--- config.mk ---
export PLATFORM = sky130hd
export DESIGN_NAME = synth_div_pfd
export DESIGN_NICKNAME = d
export VERILOG_FILES = /design/src/rtl/synth_pkg.sv /design/src/rtl/synth_edge.sv /design/src/rtl/synth_tick_div.sv /design/src/rtl/synth_pfd.sv /design/src/rtl/synth_lock.sv /design/src/rtl/synth_div_pfd.sv
export SDC_FILE = /design/constraint.sdc
export NUM_CORES = 1
export LEC_CHECK = 0
export ABC_AREA = 1
export ABC_CLOCK_PERIOD_IN_PS = 6600
export BUFFER_PORTS_ARGS = -buffer_cell sky130_fd_sc_hd__buf_4
export CORE_ASPECT_RATIO = 0.5
export CORE_MARGIN = 2
export CORE_UTILIZATION = 55
export CTS_CLUSTER_DIAMETER = 150
export DETAILED_ROUTE_END_ITERATION = 10
export PLACE_DENSITY = 0.82
export SLEW_MARGIN = 25
export SYNTH_ARGS = -nofsm -noshare
export SYNTH_HDL_FRONTEND = slang
export SYNTH_SLANG_ARGS = --single-unit
--- constraint.sdc ---
create_clock -name clk -period 6.6 [get_ports clk]
set_input_delay 1.65 -clock clk [delete_from_list [all_inputs] [get_ports clk]]
set_output_delay 1.65 -clock clk [all_outputs]
set_load 0.005 [all_outputs]
--- src/rtl/synth_pkg.sv ---
package synth_pkg;
  localparam int RATIO_W   = 15;
  localparam int REF_W     = 11;
  localparam int PRESCALE  = 8;

  // Reference ratio decode; three-wire mode forces the middle ratio.
  function automatic logic [REF_W-1:0] ref_ratio(input logic two_wire,
                                                 input logic [1:0] sel);
    logic [REF_W-1:0] r;
    if (!two_wire)          r = REF_W'(512);
    else if (sel == 2'b00)  r = REF_W'(256);
    else if (sel == 2'b01)  r = REF_W'(512);
    else                    r = REF_W'(1024);
    return r;
  endfunction
endpackage

--- src/rtl/synth_edge.sv ---
module synth_edge (
  input  logic clk,
  input  logic rst,
  input  logic din,
  output logic rise
);
  logic [2:0] sh;

  always_ff @(posedge clk) begin
    if (rst) sh <= '0;
    else     sh <= {sh[1:0], din};
  end

  assign rise = sh[1] & ~sh[2];
endmodule

--- src/rtl/synth_tick_div.sv ---
module synth_tick_div #(
  parameter int W = 4
) (
  input  logic         clk,
  input  logic         rst,
  input  logic         tick,
  input  logic [W-1:0] ratio,
  output logic         pulse
);
  logic [W-1:0] cnt;
  logic [W-1:0] lim;

  // A ratio of zero behaves as one; ">=" keeps a lowered ratio from wrapping.
  assign lim = (ratio == '0) ? '0 : ratio - W'(1);

  always_ff @(posedge clk) begin
    if (rst) begin
      cnt   <= '0;
      pulse <= 1'b0;
    end else begin
      pulse <= 1'b0;
      if (tick) begin
        if (cnt >= lim) begin
          cnt   <= '0;
          pulse <= 1'b1;
        end else begin
          cnt <= cnt + W'(1);
        end
      end
    end
  end
endmodule

--- src/rtl/synth_pfd.sv ---
module synth_pfd #(
  parameter int RST_DLY = 2
) (
  input  logic clk,
  input  logic rst,
  input  logic ref_p,
  input  logic div_p,
  output logic up,
  output logic dn
);
  localparam int DW = $clog2(RST_DLY + 1);
  logic [DW-1:0] dly;
  logic          clr;

  assign clr = up && dn && (dly == DW'(RST_DLY - 1));

  always_ff @(posedge clk) begin
    if (rst) begin
      up  <= 1'b0;
      dn  <= 1'b0;
      dly <= '0;
    end else if (clr) begin
      up  <= 1'b0;
      dn  <= 1'b0;
      dly <= '0;
    end else begin
      if (ref_p) up <= 1'b1;
      if (div_p) dn <= 1'b1;
      if (up && dn) dly <= dly + DW'(1);
    end
  end
endmodule

--- src/rtl/synth_lock.sv ---
module synth_lock #(
  parameter int THRESH = 8,
  parameter int COUNT  = 16
) (
  input  logic clk,
  input  logic rst,
  input  logic ref_p,
  input  logic up,
  input  logic dn,
  output logic locked
);
  localparam int WW = $clog2(THRESH + 1);
  localparam int CW = $clog2(COUNT + 1);

  logic [WW-1:0] wu, wd;
  logic [CW-1:0] run;
  logic          cyc_ok;

  assign cyc_ok = (wu < WW'(THRESH)) && (wd < WW'(THRESH));

  always_ff @(posedge clk) begin
    if (rst) begin
      wu     <= '0;
      wd     <= '0;
      run    <= '0;
      locked <= 1'b0;
    end else if (ref_p) begin
      wu <= up ? WW'(1) : '0;
      wd <= dn ? WW'(1) : '0;
      if (cyc_ok) begin
        if (run < CW'(COUNT)) run <= run + CW'(1);
        locked <= (run >= CW'(COUNT - 1));
      end else begin
        run    <= '0;
        locked <= 1'b0;
      end
    end else begin
      if (up && wu < WW'(THRESH)) wu <= wu + WW'(1);
      if (dn && wd < WW'(THRESH)) wd <= wd + WW'(1);
    end
  end
endmodule

--- src/rtl/synth_div_pfd.sv ---
module synth_div_pfd #(
  parameter int RST_DLY     = 2,
  parameter int LOCK_THRESH = 8,
  parameter int LOCK_COUNT  = 16
) (
  input  logic        clk,
  input  logic        rst,
  input  logic        vco_in,
  input  logic        ref_in,
  input  logic [14:0] ratio,
  input  logic [1:0]  ref_sel,
  input  logic        two_wire,
  input  logic        cp_hi,
  input  logic        pump_off,
  input  logic        loop_off,
  input  logic        test_en,
  output logic        pump_up,
  output logic        pump_dn,
  output logic        cp_hi_sel,
  output logic        drive_en,
  output logic        locked,
  output logic        tst_div,
  output logic        tst_ref
);
  import synth_pkg::*;

  localparam int PW = $clog2(PRESCALE) + 1;

  logic vco_t, ref_t, pre_p, div_p, ref_p, up_i, dn_i;
  logic [RATIO_W-1:0] ratio_eff;
  logic [REF_W-1:0]   rratio;

  // Three-wire format carries one bit fewer of main ratio.
  assign ratio_eff = two_wire ? ratio : {1'b0, ratio[RATIO_W-2:0]};
  assign rratio    = ref_ratio(two_wire, ref_sel);

  synth_edge u_vco_edge (.clk(clk), .rst(rst), .din(vco_in), .rise(vco_t));
  synth_edge u_ref_edge (.clk(clk), .rst(rst), .din(ref_in), .rise(ref_t));

  synth_tick_div #(.W(PW)) u_pre (
    .clk(clk), .rst(rst), .tick(vco_t), .ratio(PW'(PRESCALE)), .pulse(pre_p));

  synth_tick_div #(.W(RATIO_W)) u_main (
    .clk(clk), .rst(rst), .tick(pre_p), .ratio(ratio_eff), .pulse(div_p));

  synth_tick_div #(.W(REF_W)) u_refd (
    .clk(clk), .rst(rst), .tick(ref_t), .ratio(rratio), .pulse(ref_p));

  synth_pfd #(.RST_DLY(RST_DLY)) u_pfd (
    .clk(clk), .rst(rst), .ref_p(ref_p), .div_p(div_p), .up(up_i), .dn(dn_i));

  synth_lock #(.THRESH(LOCK_THRESH), .COUNT(LOCK_COUNT)) u_lock (
    .clk(clk), .rst(rst), .ref_p(ref_p), .up(up_i), .dn(dn_i), .locked(locked));

  always_ff @(posedge clk) begin
    if (rst) begin
      pump_up   <= 1'b0;
      pump_dn   <= 1'b0;
      cp_hi_sel <= 1'b0;
      drive_en  <= 1'b0;
      tst_div   <= 1'b0;
      tst_ref   <= 1'b0;
    end else begin
      pump_up   <= up_i & ~pump_off & ~loop_off;
      pump_dn   <= dn_i & ~pump_off & ~loop_off;
      cp_hi_sel <= two_wire ? cp_hi : 1'b1;
      drive_en  <= ~loop_off;
      tst_div   <= div_p & test_en;
      tst_ref   <= ref_p & test_en;
    end
  end
endmodule

==> impl_results.md, run 1 <==
* Max Cap Violations at 0
* Most frequent cell after synthesis: nor2_1
* Vias in the first global route at a little over 3000
* Logic pwr share at about 8%
* Met3 WL at 312 um
* Synth Instances at 482
* Max clock buf depth at 2
* Detail Route Antenna Nets at 0
* Fmax at ~250 MHz
* CTS tree: yes
* Initial DRC count at roughly 120
* Crit-path cells: buf_4 -> inv_1 -> nand2_1 -> or2_2 -> ha_1 -> nand2_2 -> inv_1 -> or2_2 -> ha_1 -> nand2_1 -> nor2_1 -> nand2_1 -> nor2_4 -> o21ai_2 -> nand4_2 -> nand2_2 -> nand2_2 -> nor2_1
* H-tree Lvls at 3
* Area occupied by registers at about 1300 sq um
* Relative max-transition margin at between 60% and 70%
* Reg2reg setup slack at around 4.8 ns
* Post-CTS sizing at 0
* Hold_ws at slightly above 0.4 ns
* Final min period at between 3 and 4 ns
* CP max FO at 11
* Switching Share at 23.1%
* Top cells by area, synth: dfxtp_1 (35%), ha_1 (11%), nor2_1 (7.7%)
* First-pass DRT Iterations at 4
* Worst reg2reg path endpoint: u_refd.cnt[0]$_SDFFE_PP0P_
* Syn_area_per_cell at around 7.6 sq um
* Library cells used by synthesis at 38
* Setup TNS at 0 ns
* Seq/Total Area, Yosys at 34.6%
* Arr. time, crit path at roughly 4.2 ns
* Clk sinks at 63
* Critical path class: primary input to flip-flop
* First-pass GRT wire length at around 13000 um
* Peak VDD IR at 141 uV
* Final net count at just under 600
* Slowest CP cell: or2_2
* Via count at between 3000 and 4000
* Int Power at a little under 0.0007 W
* Hold path startpoint: u_vco_edge.sh[0]$_SDFF_PP0_
* Main synth FF type: dfxtp_1
* Antenna Diode Count at 0
* Row cnt at 20
* Sw Pwr at 0.000202 W
* Startpoint Class: primary input
* Worst-path clk slew at ~0.05 ns
* Vias per inst at around 5.1
* Setup Fix Bufs, Post-CTS at 0
* Tightest Hold Check Type: flip-flop to flip-flop
* Core Area at about 6200 sq um
* Power density over the cells at between 200 and 250 nW/um^2
* DRC Markers at 0
* Count of flip-flops with a built-in enable after synthesis at 0
* Setup-failing EPs final at 0
* Total grt overflow at 0
* Yosys reg bits at 63
* Footprint of the multi-input gates at roughly 2100 sq um
* Sequential share of power at 44.2%
* Initial Util at 58.5%
* Origin of the critical flop-to-flop path: u_refd.cnt[10]$_SDFFE_PP0P_
* Syn Nets at around 540
* Status: completed
* Fraction of layout cells with a size suffix above 1 at between 10% and 20%
* Die ar. at approximately 7300 sq um
* Final Skew at approximately 0.0029 ns
* Area share of the largest cell type after synthesis at 34.6%
* HPWL Detailed at between 5000 and 6000 um
* Gp weighted congestion at around 0.79
* CP required at between 6 and 7 ns
* Hold Buf Count CTS at 0
* Cell type with the highest aggregate area in the netlist: dfxtp_1
* Slew Viols, Final at 0
* Total CTS buffers at 9
* Actual slew at the worst max-slew pin at a little under 0.6 ns
* Largest net degree at the start of global routing at 16
* # IOs at 33
* Routed WL at between 7000 and 8000 um
* Area grow syn2layout at 16.1%
* Die Width at approximately 120 um
* Final period util at 60.2%
* M1 WL at about 3500 um
* LEAKAGE at 1.83 nW
* Clk_lat worst skew at between 0.3 and 0.4 ns
* Layout fillers at 524
* Post-synth ARST share at 0%
* Buffer and inverter count on the worst path at 3
* Final Hold Vio Count at 0
* FF-to-FF path depth at 10
* Port-buffer cells at 32
* Die Ht at ~62 um
* Unrepaired setup endpoints after global routing: false
* Top cells by count, synth: nor2_1 (75), nand2_1 (70), dfxtp_1 (63)
* Max layer used: met4
* Avg WL per Cell at about 12 um
* Initial antenna violation count at 0
* CTS root buffer: clkbuf_16
* Mapped cell area at 3640 sq um
* Tot GR Track Use at approximately 22%
* Clock Power Share at between 40 and 50%
* CP delay by family, top: simple AND/OR/NAND/NOR gates
* Critical path endpoint category: flip-flop
* Met2 wire length at approximately 3500 um
* Ys Warns at 0
* Hold path cells at 2
* CP max stage delay at approximately 0.30 ns
* WHS Endpoint: u_vco_edge.sh[1]$_SDFF_PP0_
## power groups by stage
| stage | Clock [W] | Combinational (W) | Sequential [W] |
|---|---|---|---|
| floorplan | 0 | 0.0000418 | 0.000394 |
| global placement | 0 | 0.0000649 | 0.000394 |
| detailed placement | 0 | 0.0000666 | 0.000394 |
| CTS | 0.000423 | 0.0000682 | 0.000386 |
| global route | 0.000438 | 0.0000771 | 0.000386 |
| finish | 0.000420 | 0.0000679 | 0.000386 |
## worst min-delay path, cell delays in order (launching register included)
cell	delay, ns
dfxtp_1	0.29
inv_1	0.04
nor2_1	0.03
## per-layer routing
metal / up-vias / global-route usage (%)
met5: - / 0
met3: 10 / 6.30
met4: 0 / 7.99
li1: 1634 / -
met1: 1437 / 24.8
met2: 49 / 42.1
## per-stage QoR
step | cells | total power, W | utilization [%] | setup slack [ns] | instance area [sq um]
floorplan | 482 | 0.000436 | - | 2.75 | 3640
global placement | 598 | 0.000459 | 63.6 | 2.38 | 3960
detailed placement | 598 | 0.000461 | 63.6 | 2.35 | 3960
CTS | 613 | 0.000877 | 67.9 | 2.63 | 4230
global route | 613 | 0.000902 | 67.9 | 2.44 | 4230
finish | 613 | 0.000874 | 67.9 | 2.63 | 4230
## registers in the layout, summed over array words and instances, names as in the netlist, 2 cells and up
name / flops
u_lock.run: 5
u_lock.wd: 4
u_lock.wu: 4
u_main.cnt: 15
u_pfd.dly: 2
u_pre.cnt: 4
u_ref_edge.sh: 3
u_refd.cnt: 11
u_vco_edge.sh: 3
## cells by family (layout without fill, tap and decap cells)
logic type | Yosys count | after routing | synth area share [%]
multiplexers | 2 | 2 | 0.550
adder cells (fa/ha/maj) | 33 | 33 | 11.3
XOR/XNOR | 28 | 28 | 6.73
buffers and inverters | 69 | 112 | 7.52
flip-flops | 63 | 63 | 34.6
AO/OA/AOI/OAI | 51 | 51 | 7.73
AND/OR/NAND/NOR | 236 | 236 | 31.5
## area by class of cell
type,instances,share of cell area (%)
sequential,63,29.8
multi-input combinational,350,49.8
clock buffer,11,5.74
inverter,65,5.77
tap,88,2.60
timing repair buffer,32,5.68
clock inverter,4,0.533
## worst max-delay path by stage
stage	depth (start not counted)	to	slack, ns	from
3_3_place_gp	18	u_refd.cnt[0]$_SDFFE_PP0P_	2.38	ref_sel[0]
4_1_cts	18	u_refd.cnt[0]$_SDFFE_PP0P_	2.63	ref_sel[0]
6_report	18	u_refd.cnt[0]$_SDFFE_PP0P_	2.63	ref_sel[0]
5_1_grt	18	u_refd.cnt[0]$_SDFFE_PP0P_	2.44	ref_sel[0]
3_5_place_dp	18	u_refd.cnt[0]$_SDFFE_PP0P_	2.35	ref_sel[0]
2_1_floorplan	18	u_refd.cnt[2]$_SDFFE_PP0P_	2.75	ref_sel[0]
## cell usage in the layout (no fill, tap or decap), types with 7 or more instances in the layout
master / synthesis / routed
a21oi_1: 20 / 20
buf_4: 2 / 32
clkbuf_16: 0 / 9
dfxtp_1: 63 / 63
ha_1: 33 / 33
inv_1: 62 / 62
nand2_1: 70 / 70
nand2_2: 9 / 9
nand3_1: 21 / 21
nand4_1: 9 / 9
nor2_1: 75 / 75
nor2_2: 18 / 18
nor3_1: 9 / 9
o21ai_0: 22 / 22
or2_2: 7 / 7
xnor2_1: 9 / 9
xor2_1: 19 / 19
Power figures use the tool's default switching activity.
==> inputs of run 2 (changes only) <==
--- a/config.mk
+++ b/config.mk
@@ -6,14 +6,14 @@
 export NUM_CORES = 1
 export LEC_CHECK = 0
 export ABC_AREA = 1
-export ABC_CLOCK_PERIOD_IN_PS = 6600
+export ABC_CLOCK_PERIOD_IN_PS = 3400
 export BUFFER_PORTS_ARGS = -buffer_cell sky130_fd_sc_hd__buf_4
 export CORE_ASPECT_RATIO = 0.5
 export CORE_MARGIN = 2
-export CORE_UTILIZATION = 55
+export CORE_UTILIZATION = 54
 export CTS_CLUSTER_DIAMETER = 150
 export DETAILED_ROUTE_END_ITERATION = 10
-export PLACE_DENSITY = 0.82
+export PLACE_DENSITY = 0.83
 export SLEW_MARGIN = 25
 export SYNTH_ARGS = -nofsm -noshare
 export SYNTH_HDL_FRONTEND = slang
==> constraint.sdc (replaced) <==
create_clock -name clk -period 3.4 [get_ports clk]
set_input_delay 0.85 -clock clk [delete_from_list [all_inputs] [get_ports clk]]
set_output_delay 0.85 -clock clk [all_outputs]
set_load 0.005 [all_outputs]
==> run 2 against run 1 <==
Effect of this change: clock skew up 0.0031 ns; combinational power grew 96%; final cell count up 1.3%; clock-buffer cell count fell by 1; design area up 2.2%; first-iteration DRC count rose by 11%; worst hold slack improved by 0.0044 ns; power grew 120%; sequential share of layout area decreased by 0.64 points; via count is 0.80% lower; global-route usage decreased by 1.1 points; register-to-register slack worse by 3.2 ns; highest routed layer unchanged.
==> impl_results.md, run 2 (synthesis gave the netlist of run 1 again) <==
* Actual slew at the worst max-slew pin at between 0.5 and 0.6 ns
* Fraction of layout cells with a size suffix above 1 at between 10% and 20%
* Reg with most FFs: u_main.cnt
* Tot GR Track Use at a little over a fifth
* Power density over the cells at 436 nW/um^2
* CTS tree: yes
* Worst-path clk slew at roughly 0.050 ns
* Final Hold Vio Count at 0
* Critical path class: primary input to flip-flop
* Area grow syn2layout at 18.6%
* Status: completed
* HPWL Detailed at about 5200 um
* Final min period at between 3 and 4 ns
* Arr. time, crit path at around 3.2 ns
* Die Ht at 62.1 um
* Final Skew at between 0.005 and 0.006 ns
* Critical path endpoint category: flip-flop
* Relative max-transition margin at between 60% and 70%
* Largest net degree at the start of global routing at 16
* WHS Endpoint: u_ref_edge.sh[1]$_SDFF_PP0_
* Port-buffer cells at 32
* Via count at 3105
* Fmax at approximately 330 MHz
* Hold Buf Count CTS at 0
* Die Width at roughly 120 um
* Vias in the first global route at between 2000 and 3000
* Setup TNS at 0 ns
* Routed WL at 7190 um
* DRC Markers at 0
* Gp weighted congestion at 0.859
* Antenna Diode Count at 0
* First-pass DRT Iterations at 5
* Hold path cells at 2
* Vias per inst at 5.00
* Peak VDD IR at 234 uV
* Final period util at 89.3%
* Die ar. at between 7000 and 8000 sq um
* Max Cap Violations at 0
* Startpoint Class: primary input
* # IOs at 33
* Sw Pwr at 0.000419 W
* Footprint of the multi-input gates at between 2000 and 2500 sq um
* CP max FO at 11
* Slew Viols, Final at 0
* H-tree Lvls at 3
* CTS root buffer: clkbuf_16
* Area occupied by registers at 1260 sq um
* DP Worst Slack at roughly 0.017 ns
* Detail Route Antenna Nets at 0
* Initial Util at 55.2%
* Reg2reg setup slack at ~1.6 ns
* Avg WL per Cell at around 12 um
* Total grt overflow at 0
* Highest-count cells in the layout ignoring fill and taps: nor2_1 (75), nand2_1 (70), dfxtp_1 (63)
* Sequential share of power at 39.8%
* Unrepaired setup endpoints after global routing: false
* Clk sinks at 63
* Int Power at 0.00147 W
* Row cnt at 21
* Setup-failing EPs final at 0
* First-pass GRT wire length at around 12000 um
* Slack of the critical path at 0.365 ns
* Biggest regs: u_main.cnt: 15 flops, u_refd.cnt: 11 flops, u_lock.run: 5 flops
* Total CTS buffers at 9
* Setup Fix Bufs, Post-CTS at 0
* Logic pwr share at under 10%
* Most common cell after layout, fill and taps aside: nor2_1
* Max FFs per register at 15
* Core Area at approximately 6600 sq um
* Clk_lat worst skew at 0.33 ns
* LEAKAGE at 1.86 nW
* Initial DRC count at around 140
* CP required at ~3.6 ns
* Final net count at 583
* Layout fillers at 539
* Tightest Hold Check Type: flip-flop to flip-flop
* Origin of the critical flop-to-flop path: u_main.cnt[10]$_SDFFE_PP0P_
* Switching Share at 22.2%
* FF-to-FF path depth at 8
* Worst reg2reg path endpoint: u_main.cnt[8]$_SDFFE_PP0P_
* Initial antenna violation count at 0
* Post-CTS sizing at 0
* Clock Power Share at 53.2%
* Max clock buf depth at 2
* Hold path startpoint: u_ref_edge.sh[0]$_SDFF_PP0_
==> run 2: cell count changes in the layout (fill, tap and decap cells not counted), sizes merged <==
cell	previous run	this run
buf	32	35
bufinv	0	2
clkbuf	11	10
clkinv	4	1
clkinvlp	1	3
inv	64	65
==> run 2: routing by layer <==
layer | vias to the layer above | routed length (um) | global-route usage, %
li1 | 1635 | - | -
met1 | 1419 | 3320 | 23.5
met2 | 47 | 3520 | 40.4
met3 | 4 | 287 | 5.66
met4 | 0 | 63 | 7.06
met5 | - | 0 | 0
==> run 2: worst max path at each step <==
stage | startpoint | endpoint | slack (ns) | depth (start not counted)
floorplan | ref_sel[0] | u_refd.cnt[2]$_SDFFE_PP0P_ | 0.35 | 18
global placement | ref_sel[0] | u_refd.cnt[0]$_SDFFE_PP0P_ | 0.06 | 18
detailed placement | ref_sel[0] | u_refd.cnt[0]$_SDFFE_PP0P_ | 0.02 | 18
CTS | ref_sel[0] | u_refd.cnt[0]$_SDFFE_PP0P_ | 0.35 | 18
global route | ref_sel[0] | u_refd.cnt[0]$_SDFFE_PP0P_ | 0.1 | 18
finish | ref_sel[0] | u_refd.cnt[0]$_SDFFE_PP0P_ | 0.37 | 18
==> run 2: final cells by class <==
class | count | area share (%)
multi-input cells | 350 | 48.8
clock buffers | 10 | 5.53
clock inverters | 6 | 2.11
inverters | 65 | 5.65
flip-flops and latches | 63 | 29.2
well taps | 92 | 2.66
repair buffers | 35 | 6.08
==> run 2: per-stage QoR <==
step                      cell area, sq um  total power [W]  util [%]  hold slack, ns  cells
after detailed placement              3990         0.000897      60.5           0.396    605
after CTS                             4320          0.00190      65.5           0.410    621
after floorplan                       3640         0.000846         -           0.388    482
final                                 4320          0.00188      65.5           0.408    621
after global routing                  4320          0.00195      65.5           0.444    621
after global placement                3990         0.000893      60.5           0.389    605
==> run 2: worst max-delay path: stages <==
cell and delay [ns]:
buf_4 0.11, inv_1 0.04, nand2_1 0.05, or2_2 0.30
ha_1 0.23, nand2_2 0.11, inv_1 0.05, or2_2 0.27
ha_1 0.27, nand2_1 0.06, nor2_1 0.14, nand2_1 0.12
nor2_4 0.09, o21ai_2 0.06, nand4_2 0.09, nand2_2 0.05
nand2_2 0.26, nor2_1 0.08
==> run 2: power by group through the flow <==
stage	combinational (W)	sequential, W	clock, W
5_1_grt	0.000153	0.000750	0.00105
3_5_place_dp	0.000132	0.000765	0
2_1_floorplan	0.0000812	0.000765	0
6_report	0.000133	0.000750	0.00100
3_3_place_gp	0.000128	0.000765	0
4_1_cts	0.000133	0.000750	0.00101
